**src/rtl/bel_pkg.sv**
```systemverilog
package bel_pkg;
    typedef enum logic [1:0] {
        SEL_MEMIO  = 2'd0,
        SEL_L2     = 2'd1,
        SEL_STATUS = 2'd2,
        SEL_NONE   = 2'd3
    } rd_sel_e;

    localparam int unsigned NUM_CLASSES = 2;
endpackage

```
**src/rtl/bel_sat_counter.sv**
```systemverilog
module bel_sat_counter #(
    parameter int unsigned CNT_W = 8
) (
    input  logic             clk,
    input  logic             rst_n,
    input  logic             inc,
    output logic [CNT_W-1:0] cnt
);
    localparam logic [CNT_W-1:0] CNT_MAX = {CNT_W{1'b1}};

    logic [CNT_W-1:0] cnt_d, cnt_q;

    always_comb begin
        cnt_d = cnt_q;
        if (inc && (cnt_q != CNT_MAX)) begin
            cnt_d = cnt_q + 1'b1;
        end
    end

    always_ff @(posedge clk) begin
        if (!rst_n) cnt_q <= '0;
        else        cnt_q <= cnt_d;
    end

    assign cnt = cnt_q;
endmodule

```
**src/rtl/bel_status_reg.sv**
```systemverilog
module bel_status_reg #(
    parameter int unsigned KIND_W  = 3,
    parameter int unsigned AGENT_W = 4,
    localparam int unsigned STAT_W = 2 + KIND_W + 2 * AGENT_W
) (
    input  logic              clk,
    input  logic              rst_n,
    input  logic              err_vld,
    input  logic [KIND_W-1:0] err_kind,
    input  logic [AGENT_W-1:0] err_src,
    input  logic [AGENT_W-1:0] err_dst,
    input  logic              err_cls,
    input  logic              clr,
    output logic [STAT_W-1:0] stat_word,
    output logic              stat_vld
);
    typedef struct packed {
        logic               cls;
        logic [AGENT_W-1:0] dst;
        logic [AGENT_W-1:0] src;
        logic [KIND_W-1:0]  kind;
        logic               vld;
    } stat_t;

    stat_t st_d, st_q;

    always_comb begin
        st_d = st_q;
        if (clr) begin
            st_d = '0;
        end else if (err_vld && !st_q.vld) begin
            st_d.vld  = 1'b1;
            st_d.kind = err_kind;
            st_d.src  = err_src;
            st_d.dst  = err_dst;
            st_d.cls  = err_cls;
        end
    end

    always_ff @(posedge clk) begin
        if (!rst_n) st_q <= '0;
        else        st_q <= st_d;
    end

    assign stat_word = st_q;
    assign stat_vld  = st_q.vld;
endmodule

```
**src/rtl/bel_read_mux.sv**
```systemverilog
module bel_read_mux
    import bel_pkg::*;
#(
    parameter int unsigned CNT_W  = 8,
    parameter int unsigned STAT_W = 13,
    parameter int unsigned DATA_W = 32
) (
    input  logic              rd_en,
    input  logic [1:0]        rd_addr,
    input  logic [CNT_W-1:0]  cnt_memio,
    input  logic [CNT_W-1:0]  cnt_l2,
    input  logic [STAT_W-1:0] stat_word,
    output logic [DATA_W-1:0] rd_data
);
    rd_sel_e sel;

    always_comb begin
        sel     = rd_sel_e'(rd_addr);
        rd_data = '0;
        if (rd_en) begin
            case (sel)
                SEL_MEMIO:  rd_data = DATA_W'(cnt_memio);
                SEL_L2:     rd_data = DATA_W'(cnt_l2);
                SEL_STATUS: rd_data = DATA_W'(stat_word);
                default:    rd_data = '0;
            endcase
        end
    end
endmodule

```
**src/rtl/bus_err_logger.sv**
```systemverilog
module bus_err_logger
    import bel_pkg::*;
#(
    parameter int unsigned KIND_W  = 3,
    parameter int unsigned AGENT_W = 4,
    parameter int unsigned CNT_W   = 8,
    parameter int unsigned DATA_W  = 32
) (
    input  logic               clk,
    input  logic               rst_n,
    input  logic               err_vld,
    input  logic [KIND_W-1:0]  err_kind,
    input  logic [AGENT_W-1:0] err_src,
    input  logic [AGENT_W-1:0] err_dst,
    input  logic               err_cls,
    input  logic               rd_en,
    input  logic [1:0]         rd_addr,
    output logic [DATA_W-1:0]  rd_data,
    output logic               irq
);
    localparam int unsigned STAT_W = 2 + KIND_W + 2 * AGENT_W;

    logic [CNT_W-1:0]  cnt_q [NUM_CLASSES];
    logic [CNT_W-1:0]  cnt_memio;
    logic [CNT_W-1:0]  cnt_l2;
    logic [STAT_W-1:0] stat_word;
    logic              stat_vld;
    logic              clr_rd;

    assign clr_rd = rd_en && (rd_sel_e'(rd_addr) == SEL_STATUS);

    for (genvar gi = 0; gi < NUM_CLASSES; gi++) begin : g_cls
        bel_sat_counter #(.CNT_W(CNT_W)) u_cnt (
            .clk   (clk),
            .rst_n (rst_n),
            .inc   (err_vld && (err_cls == gi[0])),
            .cnt   (cnt_q[gi])
        );
    end

    assign cnt_memio = cnt_q[0];
    assign cnt_l2    = cnt_q[1];

    bel_status_reg #(.KIND_W(KIND_W), .AGENT_W(AGENT_W)) u_stat (
        .clk       (clk),
        .rst_n     (rst_n),
        .err_vld   (err_vld),
        .err_kind  (err_kind),
        .err_src   (err_src),
        .err_dst   (err_dst),
        .err_cls   (err_cls),
        .clr       (clr_rd),
        .stat_word (stat_word),
        .stat_vld  (stat_vld)
    );

    bel_read_mux #(.CNT_W(CNT_W), .STAT_W(STAT_W), .DATA_W(DATA_W)) u_rd (
        .rd_en     (rd_en),
        .rd_addr   (rd_addr),
        .cnt_memio (cnt_memio),
        .cnt_l2    (cnt_l2),
        .stat_word (stat_word),
        .rd_data   (rd_data)
    );

    assign irq = stat_vld;
endmodule

```
**config.mk**
```make
export PLATFORM = sky130hd
export DESIGN_NAME = bus_err_logger
export DESIGN_NICKNAME = d
export VERILOG_FILES = /design/src/rtl/bel_pkg.sv /design/src/rtl/bel_sat_counter.sv /design/src/rtl/bel_status_reg.sv /design/src/rtl/bel_read_mux.sv /design/src/rtl/bus_err_logger.sv
export SDC_FILE = /design/constraint.sdc
export NUM_CORES = 1
export LEC_CHECK = 0
export BUFFER_PORTS_ARGS = -buffer_cell sky130_fd_sc_hd__buf_4
export CORE_MARGIN = 2
export CORE_UTILIZATION = 51
export DETAILED_ROUTE_END_ITERATION = 10
export PLACE_DENSITY_LB_ADDON = 0.08
export SYNTH_ARGS = -nofsm -noshare
export SYNTH_HDL_FRONTEND = slang
export SYNTH_HIERARCHICAL = 1
export SYNTH_SLANG_ARGS = --single-unit
```
**constraint.sdc**
```tcl
create_clock -name clk -period 1.8 [get_ports clk]
set_clock_uncertainty 0.1 [all_clocks]
set_input_delay 0.36 -clock clk [delete_from_list [all_inputs] [get_ports clk]]
set_output_delay 0.36 -clock clk [all_outputs]
set_load 0.02 [all_outputs]
```
==> summary.md, run 1 <==
| Metric | Value |
|---|---|
| First-pass GRT wire length | `roughly 6300 microns` |
| Clock power share | `0.345` |
| Min Clock Period, post-route | `1.72 ns` |
| Top-count cell post-synth | `nand2_1` |
| Area contributors post-synth | `dfxtp_1 33%, buf_4 9.4%, nand2_1 7.9%` |
| Clk sinks | `29` |
| Critical Path Max Stage Delay | `between 0.3 and 0.4 ns` |
| CP max-delay cell | `dfxtp_2` |
| Worst-path clk slew | `about 0.10 ns` |
| CTS Root Cell | `clkbuf_4` |
| Vias per cell | `5.17` |
| # IOs | `between 50 and 60` |
| WL final | `roughly 3600 microns` |
| Cell Area, Synth | `1760 sq um` |
| Period utilization | `0.953` |
| CTS Buffer Depth | `2` |
| Maxcap violations | `0` |
| Main combinational cell family by area after synthesis | `simple AND/OR/NAND/NOR gates` |
| CTS H-tree depth | `2` |
| Mean Syn Cell Area | `roughly 8.1 sq um` |
| Synth top area share | `0.330` |
| # setup viols final | `0` |
| Clock tree from TritonCTS | `built` |
| Area taken by multi-input logic gates | `1010 sq um` |
| Primary FF master, synth | `dfxtp_1` |
| Antenna-violating nets left | `0` |
| Worst vdd ir | `roughly 0.41 mV` |
| Synth warnings | `6` |
| Internal power | `968 uW` |
| PD cells | `663 nW/um^2` |
| Storage cell area | `roughly 600 sq um` |
| Buf/Inv on CP | `1` |
| DPL Wire Length | `between 2000 and 3000 microns` |
| Mux share of post-synthesis cell area | `0.0683` |
| CP max FO | `7` |
| Flops & latches, synth | `29` |
| Fraction of layout cells with a size suffix above 1 | `0.244` |
| Crit end category | `output port` |
| Combinational share of power | `0.150` |
| Largest area contributor in the netlist | `dfxtp_1` |
| Reg power frac | `0.505` |
| Drt pass-1 iters | `4` |
| Netlist cell types | `35` |
| Overflow after GRT | `0` |
| Die area | `about 3900 sq um` |
| Residual DRC | `0` |
| Tot GR Track Use | `0.201` |
| DR WL/cell | `approximately 12 microns` |
| Final Net Count | `around 270` |
| Fmax | `between 0.5 and 0.6 GHz` |
| Status | `completed` |
| Gpl congestion | `roughly 0.86` |
| Sequential-to-total area share from yosys stat | `0.330` |
| CTS Buf Count | `5` |
| HP Class | `input port to register` |
| Die extent in y | `roughly 63 microns` |
| Synth Area in Adders | `0.0142` |
| Layout overhead on the synthesized area | `14.8%` |
| Max-slew violation count | `0` |
| Pwr Total | `between 1000 and 1500 uW` |
| Psw | `371 uW` |
| Net Sw Frac | `0.277` |
| Setup slack at placement | `0.131 ns` |
| Total number of vias | `between 1500 and 2000` |
| Worst EP required | `approximately 1.3 ns` |
| Post-synth top cells | `37 x nand2_1, 29 x dfxtp_1, 22 x a21oi_1, 22 x buf_4, 13 x and2_1` |
| Crit path depth | `4` |
| Compound-Gate Fraction of Synth Area | `0.164` |
| Total core area | `roughly 3300 sq um` |
| Clk_lat worst skew | `roughly 0.33 ns` |
| Antenna diode count | `0` |
| CP arrival | `~1.3 ns` |
| # hold bufs at CTS | `0` |
| Placed Area | `about 1900 sq um` |
| # rows | `21` |
| Die width | `about 63 microns` |
| Post-synthesis simple-gate area fraction | `0.287` |
| EDFF count, synth | `0` |
| Number of global-route vias before repair | `~1400` |
| Setup ws final | `about 0.085 ns` |
| Initial antenna violation count | `0` |
| Worst-path cell chain | `mux2i_1 -> o21ai_0 -> and2_1 -> buf_4` |
| Initial Utilization | `0.527` |
| Final instance area | `between 2000 and 2500 sq um` |
| Largest delay share family, worst path | `flip-flops` |
| Mapped Cells | `between 200 and 250` |
| Hold Path Depth | `3` |
| Reg2reg path depth | `5` |
| Lkg Pwr | `0.000861 uW` |
| IO Port Bufs | `31` |
| Filler Cell Count | `328` |
| Critical path class | `register to output port` |
| XOR/XNOR share of the synthesized area | `0` |
| DRT iter0 DRCs | `105` |
| CP Launch Type | `register` |
| Final hold vios | `0` |
| Largest net degree at the start of global routing | `19` |
| FFs w/ async S/R, synth | `0` |
==> sequential cells by signal (all words and copies together) (netlist names) <==
signal            cells
g_cls.u_cnt/cnt      16
u_stat/stat_vld       1
u_stat/stat_word     12
==> metrics by stage <==
stage / hold slack (ns) / cells / util / setup TNS [ns]
floorplan: 0.332 / 236 / - / 0
global placement: 0.339 / 287 / 0.574 / 0
detailed placement: 0.345 / 287 / 0.574 / 0
CTS: 0.154 / 295 / 0.595 / 0
global route: 0.150 / 296 / 0.605 / -0.000839
finish: 0.159 / 296 / 0.605 / 0
==> kinds of logic (layout without fill, tap and decap cells) <==
family | Yosys count | in the layout
AOI/OAI and AO/OA | 48 | 48
adders and majority gates | 2 | 2
buffers and inverters | 33 | 47
DFF | 29 | 29
muxes | 12 | 12
other | 1 | 19
and+or+nand+nor | 93 | 93
==> worst min-delay path, cell delays in order <==
cell and delay (ns):
buf_4 0.10, nor2_1 0.04, nor2_1 0.07
==> worst paths after layout <==
path                               from                    end  slack (ns)
setup reg to reg  g_cls[0].u_cnt/cnt[0]  g_cls[0].u_cnt/cnt[6]        0.24
hold reg to reg    u_stat/stat_word[12]   u_stat/stat_word[12]        0.36
setup / recovery  g_cls[0].u_cnt/cnt[4]             rd_data[4]        0.08
hold / removal                  err_vld        u_stat/stat_vld        0.16
==> power by group through the flow <==
stage	clock (uW)	combinational, uW	sequential (uW)
floorplan	0	167	692
global placement	0	194	692
CTS	477	195	677
finish	461	201	676
global route	512	222	680
detailed placement	0	195	692
==> cell type report <==
cell class	count	share of cell area
sequential	29	0.295
timing repair buffer	35	0.134
inverter	4	0.00743
clock buffer	7	0.0322
clock inverter	1	0.00248
tap	46	0.0285
multi-input combinational	174	0.501
==> cells in the final DEF, fill, tap and decap left out, types with 4 or more instances in the layout <==
cell type / count
inv_1: 4
clkbuf_4: 5
dfxtp_1: 19
o21ai_0: 8
nand2b_1: 4
o21bai_1: 4
nand4_1: 4
buf_4: 33
and2_1: 12
nor3_1: 6
and3_1: 4
a21oi_1: 22
nand2_1: 37
nand3_1: 4
mux2i_1: 12
dfxtp_2: 9
a211oi_1: 4
nand3b_1: 8
conb_1: 19
==> timing repair <==
action | in CTS | in global routing
buffers inserted | 0 | 1
endpoints found under the setup margin | 0 | 8
resized for setup | 0 | 15
hold endpoints to repair | 0 | 0
==> routing by layer <==
metal / share of wire / global-route usage
met1: 0.48 / 0.283
met2: 0.45 / 0.290
met5: 0 / 0
met3: 0.056 / 0.0577
met4: 0.016 / 0.0750
Note: power is estimated with default switching activity, not from simulation.
==> run 2, diff against run 1 <==
--- a/config.mk
+++ b/config.mk
@@ -7,7 +7,7 @@
 export LEC_CHECK = 0
 export BUFFER_PORTS_ARGS = -buffer_cell sky130_fd_sc_hd__buf_4
 export CORE_MARGIN = 2
-export CORE_UTILIZATION = 51
+export CORE_UTILIZATION = 46
 export DETAILED_ROUTE_END_ITERATION = 10
 export PLACE_DENSITY_LB_ADDON = 0.08
 export SYNTH_ARGS = -nofsm -noshare
==> constraint.sdc (replaced) <==
create_clock -name clk -period 1.55 [get_ports clk]
set_clock_uncertainty 0.1 [all_clocks]
set_input_delay 0.31 -clock clk [delete_from_list [all_inputs] [get_ports clk]]
set_output_delay 0.31 -clock clk [all_outputs]
set_load 0.05 [all_outputs]
==> summary.md, run 2 (synthesized netlist as in run 1, its figures left out) <==
| Metric | Value |
|---|---|
| Crit end category | `output port` |
| Final hold vios | `0` |
| Overflow after GRT | `0` |
| Reg2reg path depth | `5` |
| Critical Path Max Stage Delay | `0.32 ns` |
| Gpl congestion | `0.852` |
| Clk_lat worst skew | `~0.28 ns` |
| Final Net Count | `between 200 and 300` |
| Worst-Margin Slew | `between 0.5 and 0.6 ns` |
| Die width | `about 66 microns` |
| Critical path class | `register to output port` |
| Min Clock Period, post-route | `around 1.6 ns` |
| First-pass GRT wire length | `roughly 7000 microns` |
| Largest net degree at the start of global routing | `19` |
| Inst Count DP | `around 300` |
| Setup ws final | `-0.0642 ns` |
| Violated checks | `negative setup slack` |
| CP max FO | `2` |
| PD cells | `882 nW/um^2` |
| Fin cells | `roughly 310` |
| Vias per cell | `~5.2` |
| Initial antenna violation count | `0` |
| DR WL/cell | `13.4 microns` |
| Tot GR Track Use | `0.211` |
| Slew HR | `0.630` |
| Hold Path Depth | `3` |
| CP arrival | `1.20 ns` |
| Die area | `approximately 4300 sq um` |
| CTS Buf Count | `5` |
| Pwr Total | `~2100 uW` |
| HP Class | `input port to register` |
| Number of global-route vias before repair | `around 1500` |
| CTS H-tree depth | `2` |
| Total core area | `about 3700 sq um` |
| Residual DRC | `0` |
| Fmax | `a little over 0.6 GHz` |
| Lkg Pwr | `about 0.0010 uW` |
| Final instance area | `around 2300 sq um` |
| Status | `complete, but fails checks` |
| Placed Area | `between 2000 and 2500 sq um` |
| Max-slew violation count | `0` |
| # IOs | `51` |
| Clk sinks | `29` |
| Largest register FFs | `16` |
| Fraction of layout cells with a size suffix above 1 | `0.395` |
| # setup viols final | `3` |
| Die extent in y | `~66 microns` |
| Storage cell area | `between 600 and 700 sq um` |
| Worst EP required | `about 1.1 ns` |
| DPL Wire Length | `~2900 microns` |
| Area taken by multi-input logic gates | `~1100 sq um` |
| Clock tree from TritonCTS | `built` |
| Worst-path clk slew | `about 0.06 ns` |
| Period utilization | `1.04` |
| Drt pass-1 iters | `5` |
| CTS Buffer Depth | `2` |
| WL final | `4220 microns` |
| Worst vdd ir | `0.518 mV` |
| Antenna diode count | `0` |
| Most common cell after layout, fill and taps aside | `buf_4` |
| Antenna-violating nets left | `0` |
| CP Launch Type | `register` |
| CP max-delay cell | `dfxtp_2` |
| # rows | `22` |
| Layout overhead on the synthesized area | `32.9%` |
| # hold bufs at CTS | `0` |
| Initial Utilization | `0.481` |
| Total number of vias | `~1600` |
| Filler Cell Count | `approximately 340` |
| CTS Root Cell | `clkbuf_8` |
| IO Port Bufs | `31` |
| Maxcap violations | `0` |
| RSZ-0062 raised after global routing | `yes` |
| DRT iter0 DRCs | `124` |
| Worst-path cell chain | `buf_6 -> mux2i_1 -> o21ai_1 -> and2_4 -> buf_8` |
| Most frequent cells in the layout | `40 x buf_4, 37 x nand2_1, 22 x a21oi_1` |
run 2: changes by cell type in the layout (fill, tap and decap cells not counted), sizes merged:
| cell | previous run | this run |
|---|---|---|
| bufinv | 0 | 2 |
| clkbuf | 7 | 5 |
| buf | 35 | 51 |
run 2: stage by stage:
step	worst slack (ns)	hold slack [ns]	utilization	setup TNS, ns
floorplan	0.0205	0.326	-	0
global placement	-0.0420	0.339	0.548	-0.241
detailed placement	-0.0883	0.343	0.548	-0.596
CTS	-0.0765	0.158	0.632	-0.157
global route	-0.115	0.167	0.638	-0.433
finish	-0.0642	0.163	0.638	-0.110
run 2: what timing repair did:
item / in CTS / in global routing
hold endpoints to repair: 0 / 0
buffers inserted: 8 / 2
gates resized for setup: 59 / 4
endpoints found under the setup margin: 13 / 10
pin swaps: 10 / 5
run 2: path summary, 6_finish.rpt:
check                           slack (ns)                    end             startpoint
worst max register to register        0.07  g_cls[0].u_cnt/cnt[6]  g_cls[0].u_cnt/cnt[1]
worst min register to register        0.35    u_stat/stat_word[9]    u_stat/stat_word[9]
worst min-delay path                  0.16    u_stat/stat_word[1]            err_kind[0]
worst max-delay path                 -0.06             rd_data[0]  g_cls[0].u_cnt/cnt[0]
run 2: power breakdown:
part / switching [uW] / total (uW) / internal (uW)
clock network: 296 / 934 / 638
logic: 230 / 341 / 110
registers: 16.9 / 788 / 771
total: 543 / 2060 / 1520
run 2: worst max-delay path, delay by kind of cell (launching register included):
kind / cells / cell delay, ns
flip-flops: 1 / 0.32
buffers and inverters: 2 / 0.25
AND/OR/NAND/NOR: 1 / 0.15
multiplexers: 1 / 0.12
AO/OA/AOI/OAI: 1 / 0.07
run 2: cell type report:
class | count | area share
Clock buffer | 5 | 0.0294
Sequential cell | 29 | 0.263
Clock inverter | 3 | 0.0278
Tap cell | 48 | 0.0257
Inverter | 4 | 0.00642
Timing Repair Buffer | 51 | 0.194
Multi-Input combinational cell | 174 | 0.453
run 2: metal layers:
metal  global-route usage  routed length (microns)
met1                0.270                     1950
met5                    0                        0
met3               0.0511                      256
met2                0.338                     1960
met4               0.0859                       51
